==> config.mk <==
export PLATFORM = sky130hd
export DESIGN_NAME = lc_codec
export DESIGN_NICKNAME = d
export VERILOG_FILES = /design/src/rtl/lc_pkg.sv /design/src/rtl/lc_tx_enc.sv /design/src/rtl/lc_rx_dec.sv /design/src/rtl/lc_codec.sv
export SDC_FILE = /design/constraint.sdc
export NUM_CORES = 1
export LEC_CHECK = 0
export BUFFER_PORTS_ARGS = -buffer_cell sky130_fd_sc_hd__clkbuf_2
export CORE_ASPECT_RATIO = 0.8
export CORE_MARGIN = 4
export CORE_UTILIZATION = 39
export DETAILED_ROUTE_END_ITERATION = 6
export GPL_TIMING_DRIVEN = 0
export HOLD_SLACK_MARGIN = 0.02
export SYNTH_ARGS = -nofsm -noshare
export SYNTH_HDL_FRONTEND = slang
export SYNTH_SLANG_ARGS = --single-unit
==> constraint.sdc <==
create_clock -name clk -period 2.65 [get_ports clk]
set_input_delay 0.265 -clock clk [delete_from_list [all_inputs] [get_ports clk]]
set_output_delay 0.265 -clock clk [all_outputs]
set_load 0.05 [all_outputs]
==> src/rtl/lc_pkg.sv <==
package lc_pkg;
  timeunit 1ns;
  timeprecision 1ps;

  localparam int WIN_MAX = 4;
  localparam int CNT_W   = $clog2(WIN_MAX + 1);

  typedef enum logic [2:0] {
    SYM_ZERO,
    SYM_MARK,
    SYM_HEAD,
    SYM_FILL,
    SYM_VIOL
  } enc_sym_t;

  typedef struct packed {
    logic data;
    logic raw;
    logic lcv;
  } dec_slot_t;

  typedef struct packed {
    logic pos;
    logic neg;
    logic last_pos;
    logic odd;
  } emit_t;

  // substitution window length for the selected code
  function automatic logic [CNT_W-1:0] win_len(input logic e3);
    return e3 ? CNT_W'(4) : CNT_W'(3);
  endfunction

  // line pulse for one queued symbol, given the last polarity and pulse parity
  function automatic emit_t emit_sym(input enc_sym_t s, input logic last_pos,
                                     input logic odd);
    emit_t e;
    e.pos      = 1'b0;
    e.neg      = 1'b0;
    e.last_pos = last_pos;
    e.odd      = odd;
    case (s)
      SYM_MARK: begin
        e.pos      = !last_pos;
        e.neg      = last_pos;
        e.last_pos = !last_pos;
        e.odd      = !odd;
      end
      SYM_HEAD: begin
        if (!odd) begin
          e.pos      = !last_pos;
          e.neg      = last_pos;
          e.last_pos = !last_pos;
          e.odd      = 1'b1;
        end
      end
      SYM_VIOL: begin
        e.pos = last_pos;
        e.neg = !last_pos;
        e.odd = 1'b0;
      end
      default: ;
    endcase
    return e;
  endfunction
endpackage

==> src/rtl/lc_tx_enc.sv <==
module lc_tx_enc
  import lc_pkg::*;
#(
  parameter int DEPTH = 4
) (
  input  logic clk,
  input  logic rst_n,
  input  logic mode_e3,
  input  logic codec_off,
  input  logic in_vld,
  input  logic in_pos,
  input  logic in_neg,
  output logic out_vld,
  output logic out_pos,
  output logic out_neg
);
  timeunit 1ns;
  timeprecision 1ps;

  enc_sym_t         sr_q [DEPTH];
  enc_sym_t         sr_d [DEPTH];
  logic [CNT_W-1:0] zrun_q, zrun_d;
  logic [CNT_W-1:0] win;
  logic             last_q, odd_q;
  logic             sub_fire;
  enc_sym_t         head_sym;
  emit_t            em;
  logic             step;
  // events brought out for the checks
  logic             mark_ev, viol_ev, mark_q, viol_q;

  assign win      = win_len(mode_e3);
  assign step     = in_vld && !codec_off;
  assign sub_fire = !in_pos && (zrun_q == win - CNT_W'(1));
  assign head_sym = sr_q[DEPTH-1];
  assign em       = emit_sym(head_sym, last_q, odd_q);
  assign mark_ev  = (head_sym == SYM_MARK);
  assign viol_ev  = (head_sym == SYM_VIOL);

  always_comb begin
    sr_d[0] = in_pos ? SYM_MARK : SYM_ZERO;
    for (int i = 1; i < DEPTH; i++) sr_d[i] = sr_q[i-1];
    if (sub_fire) begin
      sr_d[0] = SYM_VIOL;
      for (int i = 1; i < DEPTH; i++) begin
        if (i == int'(win) - 1)     sr_d[i] = SYM_HEAD;
        else if (i < int'(win) - 1) sr_d[i] = SYM_FILL;
      end
    end
    if (in_pos || sub_fire) zrun_d = '0;
    else                    zrun_d = zrun_q + CNT_W'(1);
  end

  always_ff @(posedge clk or negedge rst_n) begin
    if (!rst_n) begin
      for (int i = 0; i < DEPTH; i++) sr_q[i] <= SYM_ZERO;
      zrun_q  <= '0;
      last_q  <= 1'b0;
      odd_q   <= 1'b0;
      out_vld <= 1'b0;
      out_pos <= 1'b0;
      out_neg <= 1'b0;
      mark_q  <= 1'b0;
      viol_q  <= 1'b0;
    end else begin
      out_vld <= in_vld;
      mark_q  <= step && mark_ev;
      viol_q  <= step && viol_ev;
      if (step) begin
        sr_q   <= sr_d;
        zrun_q <= zrun_d;
        last_q <= em.last_pos;
        odd_q  <= em.odd;
      end
      if (!in_vld) begin
        out_pos <= 1'b0;
        out_neg <= 1'b0;
      end else if (codec_off) begin
        out_pos <= in_pos;
        out_neg <= in_neg;
      end else begin
        out_pos <= em.pos;
        out_neg <= em.neg;
      end
    end
  end

  // polarity of the last pulse seen on the output rails
  logic chk_last;
  always_ff @(posedge clk or negedge rst_n) begin
    if (!rst_n)                                   chk_last <= 1'b0;
    else if (out_vld && (out_pos || out_neg) && (mark_q || viol_q || !codec_off))
                                                  chk_last <= out_pos;
  end

  p_viol_same_pol_r2: assert property (@(posedge clk) disable iff (!rst_n)
    viol_q |-> (out_pos ^ out_neg) && (out_pos == chk_last));
  p_mark_alternates_r3: assert property (@(posedge clk) disable iff (!rst_n)
    mark_q |-> (out_pos ^ out_neg) && (out_pos == !chk_last));
  p_rails_exclusive_r3: assert property (@(posedge clk) disable iff (!rst_n)
    (in_vld && !codec_off) |=> !(out_pos && out_neg));
  p_idle_quiet_r4: assert property (@(posedge clk) disable iff (!rst_n)
    !out_vld |-> !out_pos && !out_neg);
endmodule

==> src/rtl/lc_rx_dec.sv <==
module lc_rx_dec
  import lc_pkg::*;
#(
  parameter int DEPTH = 4
) (
  input  logic clk,
  input  logic rst_n,
  input  logic mode_e3,
  input  logic codec_off,
  input  logic in_vld,
  input  logic in_pos,
  input  logic in_neg,
  output logic out_vld,
  output logic out_pos,
  output logic out_neg,
  output logic out_lcv
);
  timeunit 1ns;
  timeprecision 1ps;

  dec_slot_t        sr_q [DEPTH];
  dec_slot_t        sr_d [DEPTH];
  dec_slot_t        ns;
  dec_slot_t        tail;
  logic [CNT_W-1:0] zrun_q, zrun_d, zrun_inc;
  logic [CNT_W-1:0] win;
  logic             last_q, last_d;
  logic             pulse, both, viol, prior_quiet, sub_ok, step;

  assign win      = win_len(mode_e3);
  assign step     = in_vld && !codec_off;
  assign pulse    = in_pos ^ in_neg;
  assign both     = in_pos & in_neg;
  assign viol     = pulse && (in_pos == last_q);
  assign sub_ok   = viol && prior_quiet;
  assign zrun_inc = (zrun_q == win) ? win : zrun_q + CNT_W'(1);
  assign tail     = sr_q[DEPTH-1];

  always_comb begin
    prior_quiet = 1'b1;
    for (int i = 0; i < DEPTH; i++)
      if (i < int'(win) - 2 && sr_q[i].raw) prior_quiet = 1'b0;
  end

  always_comb begin
    zrun_d  = zrun_q;
    last_d  = last_q;
    ns.data = 1'b0;
    ns.raw  = 1'b0;
    ns.lcv  = 1'b0;
    if (both) begin
      ns.raw = 1'b1;
      ns.lcv = 1'b1;
      zrun_d = '0;
    end else if (!pulse) begin
      zrun_d = zrun_inc;
      ns.lcv = (zrun_inc == win);
    end else begin
      zrun_d = '0;
      last_d = in_pos;
      ns.raw = 1'b1;
      if (!viol)       ns.data = 1'b1;
      else if (!sub_ok) begin
        ns.data = 1'b1;
        ns.lcv  = 1'b1;
      end
    end
    sr_d[0] = ns;
    for (int i = 1; i < DEPTH; i++) begin
      sr_d[i] = sr_q[i-1];
      if (sub_ok && i < int'(win)) sr_d[i].data = 1'b0;
    end
  end

  always_ff @(posedge clk or negedge rst_n) begin
    if (!rst_n) begin
      for (int i = 0; i < DEPTH; i++) sr_q[i] <= '0;
      zrun_q  <= '0;
      last_q  <= 1'b0;
      out_vld <= 1'b0;
      out_pos <= 1'b0;
      out_neg <= 1'b0;
      out_lcv <= 1'b0;
    end else begin
      out_vld <= in_vld;
      if (step) begin
        sr_q   <= sr_d;
        zrun_q <= zrun_d;
        last_q <= last_d;
      end
      if (!in_vld) begin
        out_pos <= 1'b0;
        out_neg <= 1'b0;
        out_lcv <= 1'b0;
      end else if (codec_off) begin
        out_pos <= in_pos;
        out_neg <= in_neg;
        out_lcv <= 1'b0;
      end else begin
        out_pos <= tail.data;
        out_neg <= 1'b0;
        out_lcv <= tail.lcv;
      end
    end
  end

  p_bypass_no_lcv_r5: assert property (@(posedge clk) disable iff (!rst_n)
    (in_vld && codec_off) |=> !out_lcv);
  p_nrz_neg_low_r7: assert property (@(posedge clk) disable iff (!rst_n)
    (in_vld && !codec_off) |=> !out_neg);
  p_idle_quiet_r4: assert property (@(posedge clk) disable iff (!rst_n)
    !out_vld |-> !out_pos && !out_neg && !out_lcv);
  p_vld_follows_r4: assert property (@(posedge clk) disable iff (!rst_n)
    in_vld |=> out_vld);
endmodule

==> src/rtl/lc_codec.sv <==
module lc_codec
  import lc_pkg::*;
#(
  parameter int DEPTH = 4
) (
  input  logic clk,
  input  logic rst_n,
  input  logic mode_e3,
  input  logic codec_off,
  input  logic tx_vld_i,
  input  logic tx_pos_i,
  input  logic tx_neg_i,
  output logic tx_vld_o,
  output logic tx_pos_o,
  output logic tx_neg_o,
  input  logic rx_vld_i,
  input  logic rx_pos_i,
  input  logic rx_neg_i,
  output logic rx_vld_o,
  output logic rx_pos_o,
  output logic rx_neg_o,
  output logic rx_lcv_o
);
  timeunit 1ns;
  timeprecision 1ps;

  lc_tx_enc #(.DEPTH(DEPTH)) u_enc (
    .clk      (clk),
    .rst_n    (rst_n),
    .mode_e3  (mode_e3),
    .codec_off(codec_off),
    .in_vld   (tx_vld_i),
    .in_pos   (tx_pos_i),
    .in_neg   (tx_neg_i),
    .out_vld  (tx_vld_o),
    .out_pos  (tx_pos_o),
    .out_neg  (tx_neg_o)
  );

  lc_rx_dec #(.DEPTH(DEPTH)) u_dec (
    .clk      (clk),
    .rst_n    (rst_n),
    .mode_e3  (mode_e3),
    .codec_off(codec_off),
    .in_vld   (rx_vld_i),
    .in_pos   (rx_pos_i),
    .in_neg   (rx_neg_i),
    .out_vld  (rx_vld_o),
    .out_pos  (rx_pos_o),
    .out_neg  (rx_neg_o),
    .out_lcv  (rx_lcv_o)
  );
endmodule

---- Word-level counts from Yosys, hierarchy flattened ----
Cells that the tools add are included.
word-level totals
  register bits ........................... 40
  latch bits .............................. 0
  memory bits (writable) .................. 0
  memory bits (read-only) ................. 0
  input bits .............................. 10
  output and inout port bits .............. 7
  memories ................................ 0
cells by class
  add/subtract/negate cells ............... 5
  $mul .................................... 0
  divide/modulo/power cells ............... 0
  magnitude comparators ................... 10
  eq/ne operators ......................... 11
  shift operators ......................... 0
  multiplexer cells ....................... 41
  bitwise logic cells ..................... 3
  reductions and logical operators ........ 22
operator list
  kind                                                                           count
  3-bit by 32-bit less-than comparator with 1-bit output (first input constant)  4
  3-bit by 32-bit equality test with 1-bit output (first input constant)         2
  2-bit by 32-bit less-than comparator with 1-bit output (first input constant)  2
  3-bit 2-to-1 mux                                                               11
  2-bit by 32-bit equality test with 1-bit output (first input constant)         1
  1-bit by 32-bit less-than comparator with 1-bit output (first input constant)  1
  1-bit 2-to-1 mux                                                               23
  1-bit logical AND                                                              12
  12-bit 2-to-1 mux                                                              1
  3-bit equality test                                                            3
  3-bit by 1-bit adder with 3-bit output (second input constant)                 2
  2-bit by 3-bit less-than comparator with 1-bit output (first input constant)   2
  2-bit case mux with 3 select lines                                             1
  3-bit AND reduction                                                            2
  1-bit logical NOT                                                              4
  2-bit 2-to-1 mux                                                               2
  4-bit 2-to-1 mux                                                               1
  3-bit by 1-bit subtractor with 4-bit output (second input constant)            1
  3-bit by 2-bit subtractor with 4-bit output (second input constant)            1
  3-bit by 1-bit equality test with 1-bit output (second input constant)         1
  3-bit by 2-bit equality test with 1-bit output (second input constant)         1
  3-bit equality test (second input constant)                                    1
  1-bit by 3-bit less-than comparator with 1-bit output (first input constant)   1
  1-bit case mux with 3 select lines                                             1
  11 further kinds                                                               11

---- Longest topological paths before layout ----
Gate-level depths: netlist of the first run.
  depth in word-level cells ............... 13
  depth in mapped cells ................... 6
  mapped depth without buffers ............ 5

---- By module ----
Synthesis of the first run repeated with hierarchy kept, for this count alone.
unflattened totals
  cells, all modules ...................... 187
  area, all modules ....................... 1,820.5 µm²
modules (own cells, without submodules)
  module     instances  cells an instance  area an instance (µm²)
  lc_rx_dec  1          95                 910.9
  lc_tx_enc  1          92                 909.6

---- Worst setup path before layout of the first run ----
No wires, ideal clock.
  path type ............................... flip-flop to flip-flop
  start ................................... register u_dec.zrun_q[1]
  end ..................................... register u_dec.sr_q, in the netlist u_dec.sr_d[6]
  library setup time ...................... 87 ps
  arrival ................................. 1,282 ps
  required time ........................... 2,563 ps
  setup slack ............................. 1,281 ps
  stages on the path, launching flop included .. 6
  cells stage by stage .................... dfrtp_1 ha_1 or3b_1 mux2i_1 o21ai_1 o211ai_1
between the ends
  word-level cells in the longest chain between the ends .. 5
ends and longest elaborated chain
  element                                                                               line             RTL
  start: declaration                                                                    lc_rx_dec.sv:25  logic [CNT_W-1:0] zrun_q, zrun_d, zrun_inc;
  start signal: assignment                                                              lc_rx_dec.sv:88  zrun_q <= zrun_d;
  3-bit by 1-bit adder with 3-bit output / 3-bit equality test (equally long branches)  lc_rx_dec.sv:36  assign zrun_inc = (zrun_q == win) ? win : zrun_q + CNT_W'(1);
  3-bit 2-to-1 mux *                                                                    lc_rx_dec.sv:36
  3-bit equality test *                                                                 lc_rx_dec.sv:57  ns.lcv = (zrun_inc == win);
  1-bit 2-to-1 mux *                                                                    lc_rx_dec.sv:55  end else if (!pulse) begin
  2-bit 2-to-1 mux *                                                                    lc_rx_dec.sv:51  if (both) begin
  end signal: assignment                                                                lc_rx_dec.sv:87  sr_q <= sr_d;
  end: declaration                                                                      lc_rx_dec.sv:21  dec_slot_t sr_q [DEPTH];
Every way passes the cells marked *; elsewhere a longest branch is shown, timed or not.
A chain may end at the register's enable or synchronous reset.

---- Worst setup path after layout of the first run ----
Same ends and word-level chain as after synthesis.

==> impl_metrics.yaml, run 1 <==
status:
  status: "finished clean"
setup_path:
  slowest_stage: "dfrtp_1"
  critical_path_class: "reg -> reg"
  cp-end-kind: "register"
  cp.arrival_ps: 1660
  crit_required_ps: 2850
  cp_max_fo: 6
  critPathTopFamily: "flip-flops"
  slowest_delay_ps: 420
  critPathBufInv: 0
  crit_chain: "ha_1 > or3b_1 > mux2i_1 > o21ai_1 > o211ai_1"
  worstSetupStartpointType: "register"
synthesis:
  yosysUniqueCellTypes: 38
  synth.most_common_cell: "dfrtp_1"
  synth_area_leader_cell: "dfrtp_1"
  synth_area_leaders: "dfrtp_1 (52%), nand2_1 (6.0%), o21ai_0 (4.9%), mux2_2 (3.2%), ha_1 (2.9%)"
  ys_seq_area_frac: 0.515
  synthCells: 175
  synthTopCellsByCount: "dfrtp_1 (36), nand2_1 (28), o21ai_0 (17), inv_1 (9), nor2_1 (9)"
  syn-cell-area_mm2: 0.00175
  synth_flop_cell: "dfrtp_1"
  netlist.area_leader.share: 0.515
  synth_edf_count: 0
  syn-num-nets: 189
  avgSynthCellArea_um2: 9.99
  synthArstFlopShare: 1.00
  ys_ff_latch: 36
  yosys_warnings: 0
die:
  ios: 17
  initial_core_util: 0.411
  row_count: 21
  die_area_mm2: 0.00562
  die_w_um: 82.9
  core_mm2: 0.00426
  die_height_um: 67.9
clock_network:
  path_clk_slew_ps: 70
  clockRootBuffer: "clkbuf_8"
  cts-buffers-inserted: 5
  cts_tree: "built"
  cts.htree.levels: 2
  clk_latency_ps: 280
  post_cts_resized: 0
  clk_path_buf_depth: 2
  clock-sinks: 36
  hold_buffers: 0
  post_cts_buffers: 0
global_routing:
  grt_pass1_vias: 1199
  grt_pass1_wl_um: 5420
  grt_start_max_net_pins: 37
  grt_use_total: 0.121
  antenna_found_initial: 0
  grt-ovfl-total: 0
timing:
  rsz0062_at_grt: "no"
  period_needed_ps: 1460
  slew_violations: 0
  fmax_ghz: 0.686
  relSlewSlack: 0.426
  hold_violations: 0
  worst_slew_pin_slew_ps: 860
  finalSetupTns_ps: 0
  skew_ps: 8.40
  finalSetupViolations: 0
  whs_ps: 85.6
  period_share: 0.550
routing:
  via_count: 1257
  drc: 0
  first_iter_violations: 64
  via_per_inst: 4.93
  drt-wirelength-per-cell_um: 11.9
  postRouteAntennaNets: 0
  routed_wl_um: 3030
  first_pass_iters: 4
final_layout:
  diodes: 0
  drive_gt1_frac: 0.197
  multi_input_area_um2: 757
  register_area_um2: 901
  fillers: 421
  area_delta_synth_final_pct: 13.7
  nNetsFinal: 211
pwr:
  ir_worst_vdd_mv: 0.266
  p_leak_nw: 0.932
  p_per_area_mw_per_mm2: 710
hold_path:
  hold_path.class: "in -> async"
place:
  gp_congestion: 0.862
  dp_hpwl_um: 2260
  portBuffers: 15
flow_run:
  cap_viol_max_count: 0
stage by stage:
step,utilization,cell area [µm²],instances,power [mW],setup slack (ps)
finish,0.467,1990,255,1.41,1190
global route,0.467,1990,255,1.51,1050
CTS,0.467,1990,255,1.43,1190
detailed placement,0.445,1890,247,1.03,1070
global placement,0.445,1890,247,1.01,1130
floorplan,-,1750,175,0.950,1280
final cells by class:
class,instances,area share
well taps,57,0.0359
inverters,9,0.0170
clock buffers,7,0.0434
plain buffers,9,0.0283
repair buffers,15,0.0378
flip-flops and latches,36,0.453
clock inverters,1,0.00378
multi-input cells,121,0.381
kinds of logic (layout without fill, tap and decap cells):
logic type      after synthesis  after routing  share of synthesized area
mux                           7              7                     0.0437
simple gates                 64             64                      0.187
buf+inv                      18             41                     0.0515
flops                        36             36                      0.515
fa+ha+maj                     4              4                     0.0286
xor+xnor                      4              4                     0.0243
compound gates               42             42                      0.150
layout by cell type, fill, tap and decap left out, types with 3 or more instances in the layout:
cell type,instances
clkbuf_8,6
o21ai_0,17
mux2_2,5
nor2b_1,4
a21oi_1,8
nand2b_1,3
nand3_1,5
and3_1,4
buf_2,6
inv_1,9
clkbuf_2,15
dfrtp_1,36
o21ai_1,4
a22o_1,3
ha_1,4
nand2_1,28
nor2_1,9
worst paths after layout:
path                              endpoint  slack, ps             from  cells after the start
max                          u_dec.sr_d[6]       1190  u_dec.zrun_q[1]                      5
min                          u_dec.out_lcv         90            rst_n                      1
max reg2reg                  u_dec.sr_d[6]       1190  u_dec.zrun_q[1]                      5
min reg2reg                  u_enc.sr_q[8]        470    u_enc.sr_q[8]                      2
max in group asynchronous  u_dec.zrun_q[1]       2020            rst_n                      1
min in group clk             u_enc.out_vld        160         tx_vld_i                      1
layer usage:
layer | part of all wire | global-route usage | routed length, µm | vias to the layer above
li1 | - | - | - | 643
met1 | 0.49 | 0.162 | 1490 | 588
met2 | 0.45 | 0.186 | 1350 | 21
met3 | 0.049 | 0.0421 | 149 | 5
met4 | 0.010 | 0.0367 | 31 | 0
met5 | 0 | 0 | 0 | -
flip-flops by register name, indices dropped and copies added (netlist names):
signal,cells
u_enc.last_q,1
u_dec.sr_d,5
u_enc.out_pos,1
u_enc.head_sym,3
u_enc.out_vld,1
u_dec.sr_q,5
u_dec.out_vld,1
u_dec.last_q,1
u_enc.zrun_q,3
u_dec.out_neg,1
u_enc.odd_q,1
u_dec.out_pos,1
u_dec.out_lcv,1
u_enc.out_neg,1
u_enc.sr_q,7
u_dec.zrun_q,3
worst reg2reg max path, delay by kind of cell (launching register included):
kind	cells	cell delay, ps
AOI/OAI and AO/OA	2	170
DFF	1	420
muxes	1	130
adders and majority gates	1	320
and+or+nand+nor	1	340
power by group:
part           total [mW]  leakage (nW)  switching, mW  internal, mW
registers           0.722         0.458         0.0730         0.649
logic               0.297         0.429          0.167         0.130
clock network       0.393        0.0445          0.181         0.211
(Power assumes the default switching activity.)
==> run 2, diff against run 1 <==
Settings changed: ABC_AREA set to 1.
Clock period 2.65 ns to 1.2 ns, I/O delays scaled along.
==> run 2 against run 1 <==
Compared with the run above: the flow now finishes with violations (setup timing); sequential cell count is the same; via count grew 9.8%; non-clock buffer count grew 9; register-to-register slack lost 1300 ps; critical path depth grew 2.
==> impl_metrics.yaml, run 2 <==
setup_path:
  r2r_end: "u_dec.sr_d[6]"
  crit_chain: "ha_4 > or2_4 > nand2_1 > nand2_1 > nand2_1 > nand2_1 > a21oi_1"
  critPathTopFamily: "flip-flops"
  slowest_delay_ps: 430
  critPathBufInv: 0
  crit_required_ps: 1420
  reg2reg_depth: 7
  worstSetupStartpointType: "register"
  cp-startpoint: "u_dec.zrun_q[1]"
  cp_max_fo: 3
  worst_path_most_repeated_cell: "nand2_1"
  critical_path_class: "reg -> reg"
  rrSetupSlack_ps: -120
  rr_startpoint: "u_dec.zrun_q[1]"
  slowest_stage: "dfrtp_1"
  cp.arrival_ps: 1550
  cp-end-kind: "register"
synthesis:
  ys_ff_latch: 36
  netlist.area_leader.share: 0.515
  synth.most_common_cell: "nand2_1"
  synth_edf_count: 0
  synthTopCellsByCount: "nand2_1 (48), dfrtp_1 (36), inv_1 (30), a21oi_1 (13), nor2_1 (13)"
  yosysUniqueCellTypes: 30
  synth_area_leaders: "dfrtp_1 (51%), nand2_1 (10%), inv_1 (6.4%), a21oi_1 (3.7%), o21ai_0 (3.4%)"
  syn-cell-area_mm2: 0.00175
  synthArstFlopShare: 1.00
  avgSynthCellArea_um2: 8.80
  ys_seq_area_frac: 0.515
  yosys_warnings: 0
  syn-num-nets: 213
  synthCells: 199
  synth_area_leader_cell: "dfrtp_1"
  synth_flop_cell: "dfrtp_1"
global_routing:
  grt-ovfl-total: 0
  grt_pass1_wl_um: 5940
  antenna_found_initial: 0
  grt_start_max_net_pins: 37
  grt_pass1_vias: 1315
  grt_use_total: 0.136
timing:
  whs_ps: 74.7
  fmax_ghz: 0.756
  slew_violations: 0
  final.setup.worst_slack_ps: -124
  skew_ps: 7.05
  hold_violations: 0
  finalSetupTns_ps: -205
  worst_slew_pin_slew_ps: 808
  period_needed_ps: 1320
  period_share: 1.10
  finalSetupViolations: 4
  relSlewSlack: 0.462
  rsz0062_at_grt: "yes"
place:
  dp_hpwl_um: 2230
  gp_congestion: 0.762
  portBuffers: 16
  dpl_worst_slack_ps: -214
final_layout:
  largest_reg_flops: 7
  diodes: 0
  fin_util: 0.529
  area_delta_synth_final_pct: 28.7
  final_common_cell: "nand2_1"
  nNetsFinal: 249
  top_register: "u_enc.sr_q"
  drive_gt1_frac: 0.360
  fillers: 416
  final_cell_mix: "nand2_1 (42), dfrtp_1 (35), inv_1 (20)"
die:
  core_mm2: 0.00426
  initial_core_util: 0.411
  ios: 17
  die_area_mm2: 0.00563
  row_count: 21
  die_height_um: 67.9
  die_w_um: 82.9
clock_network:
  cts_tree: "built"
  clock-sinks: 36
  clk_latency_ps: 290
  cts-buffers-inserted: 5
  clk_path_buf_depth: 2
  clockRootBuffer: "clkbuf_8"
  path_clk_slew_ps: 70
  cts.htree.levels: 2
pwr:
  p_leak_nw: 1.11
  p_per_area_mw_per_mm2: 1630
  power_mw: 3.68
  ir_worst_vdd_mv: 0.711
routing:
  postRouteAntennaNets: 0
  drt-wirelength-per-cell_um: 11.6
  drc: 0
  first_pass_iters: 4
  via_count: 1380
  via_per_inst: 4.71
  first_iter_violations: 44
  routed_wl_um: 3410
hold_path:
  hold_depth: 3
  hold_path.class: "in -> reg"
  worstHoldStart: "tx_vld_i"
  holdPathEnd: "u_enc.out_neg"
flow_run:
  cap_viol_max_count: 0
status:
  status: "finished with violations"
  violations: "setup timing"
run 2: how the worst max path moves through the flow:
stage / end / slack [ps] / cells past startpoint
floorplan: u_dec.sr_d[6] / -110 / 7
global placement: u_dec.sr_d[6] / -200 / 7
detailed placement: u_dec.sr_q[2] / -210 / 8
CTS: u_dec.sr_d[6] / -150 / 10
global route: u_dec.sr_d[6] / -210 / 10
finish: u_dec.sr_d[6] / -120 / 7
run 2: timing repair:
action                                 4_1_cts  5_1_grt
resized for setup                           13       36
pin swaps                                    6       10
hold buffers                                 3        0
setup endpoints to repair                   12       56
endpoints found under the hold margin       38        0
cloned                                       0        0
buffers inserted                             4        6
run 2: worst min-delay path, delay by kind of cell:
kind	cells	cell delay (ps)
AO/OA/AOI/OAI	2	110
buffers and inverters	1	100
run 2: cells by family after synthesis:
logic type | count (synthesis) | share of synthesized area
and+or+nand+nor | 79 | 0.209
adders and majority gates | 4 | 0.0286
xor gates and xnor gates | 5 | 0.0250
DFF | 36 | 0.515
AOI/OAI and AO/OA | 39 | 0.139
buffers and inverters | 36 | 0.0836
run 2: cell type report:
| type | instances | area (µm²) | area share |
|---|---|---|---|
| Multi-Input combinational cell | 127 | 840 | 0.373 |
| Buffer | 4 | 26.3 | 0.0117 |
| Clock inverter | 2 | 10.0 | 0.00444 |
| Timing Repair Buffer | 29 | 200 | 0.0889 |
| Sequential cell | 36 | 902 | 0.401 |
| Inverter | 32 | 120 | 0.0533 |
| Clock buffer | 6 | 82.6 | 0.0367 |
| Tap cell | 57 | 71.3 | 0.0317 |
run 2: stage by stage:
step / std cells / area (µm²)
final: 293 / 2250
after global routing: 293 / 2250
after CTS: 287 / 2100
after detailed placement: 272 / 1900
after global placement: 272 / 1900
after floorplan: 199 / 1750
run 2: routing by layer:
layer	part of all wire	wire length, µm	GRT usage
met5	0	0	0
met4	0.022	74	0.0796
met3	0.036	124	0.0349
met2	0.42	1440	0.213
met1	0.52	1770	0.173
run 2: power by group:
group	switching (mW)	internal [mW]	leakage, nW
Combinational	0.636	0.504	0.611
Sequential	0.168	1.46	0.453
Clock	0.450	0.458	0.0510
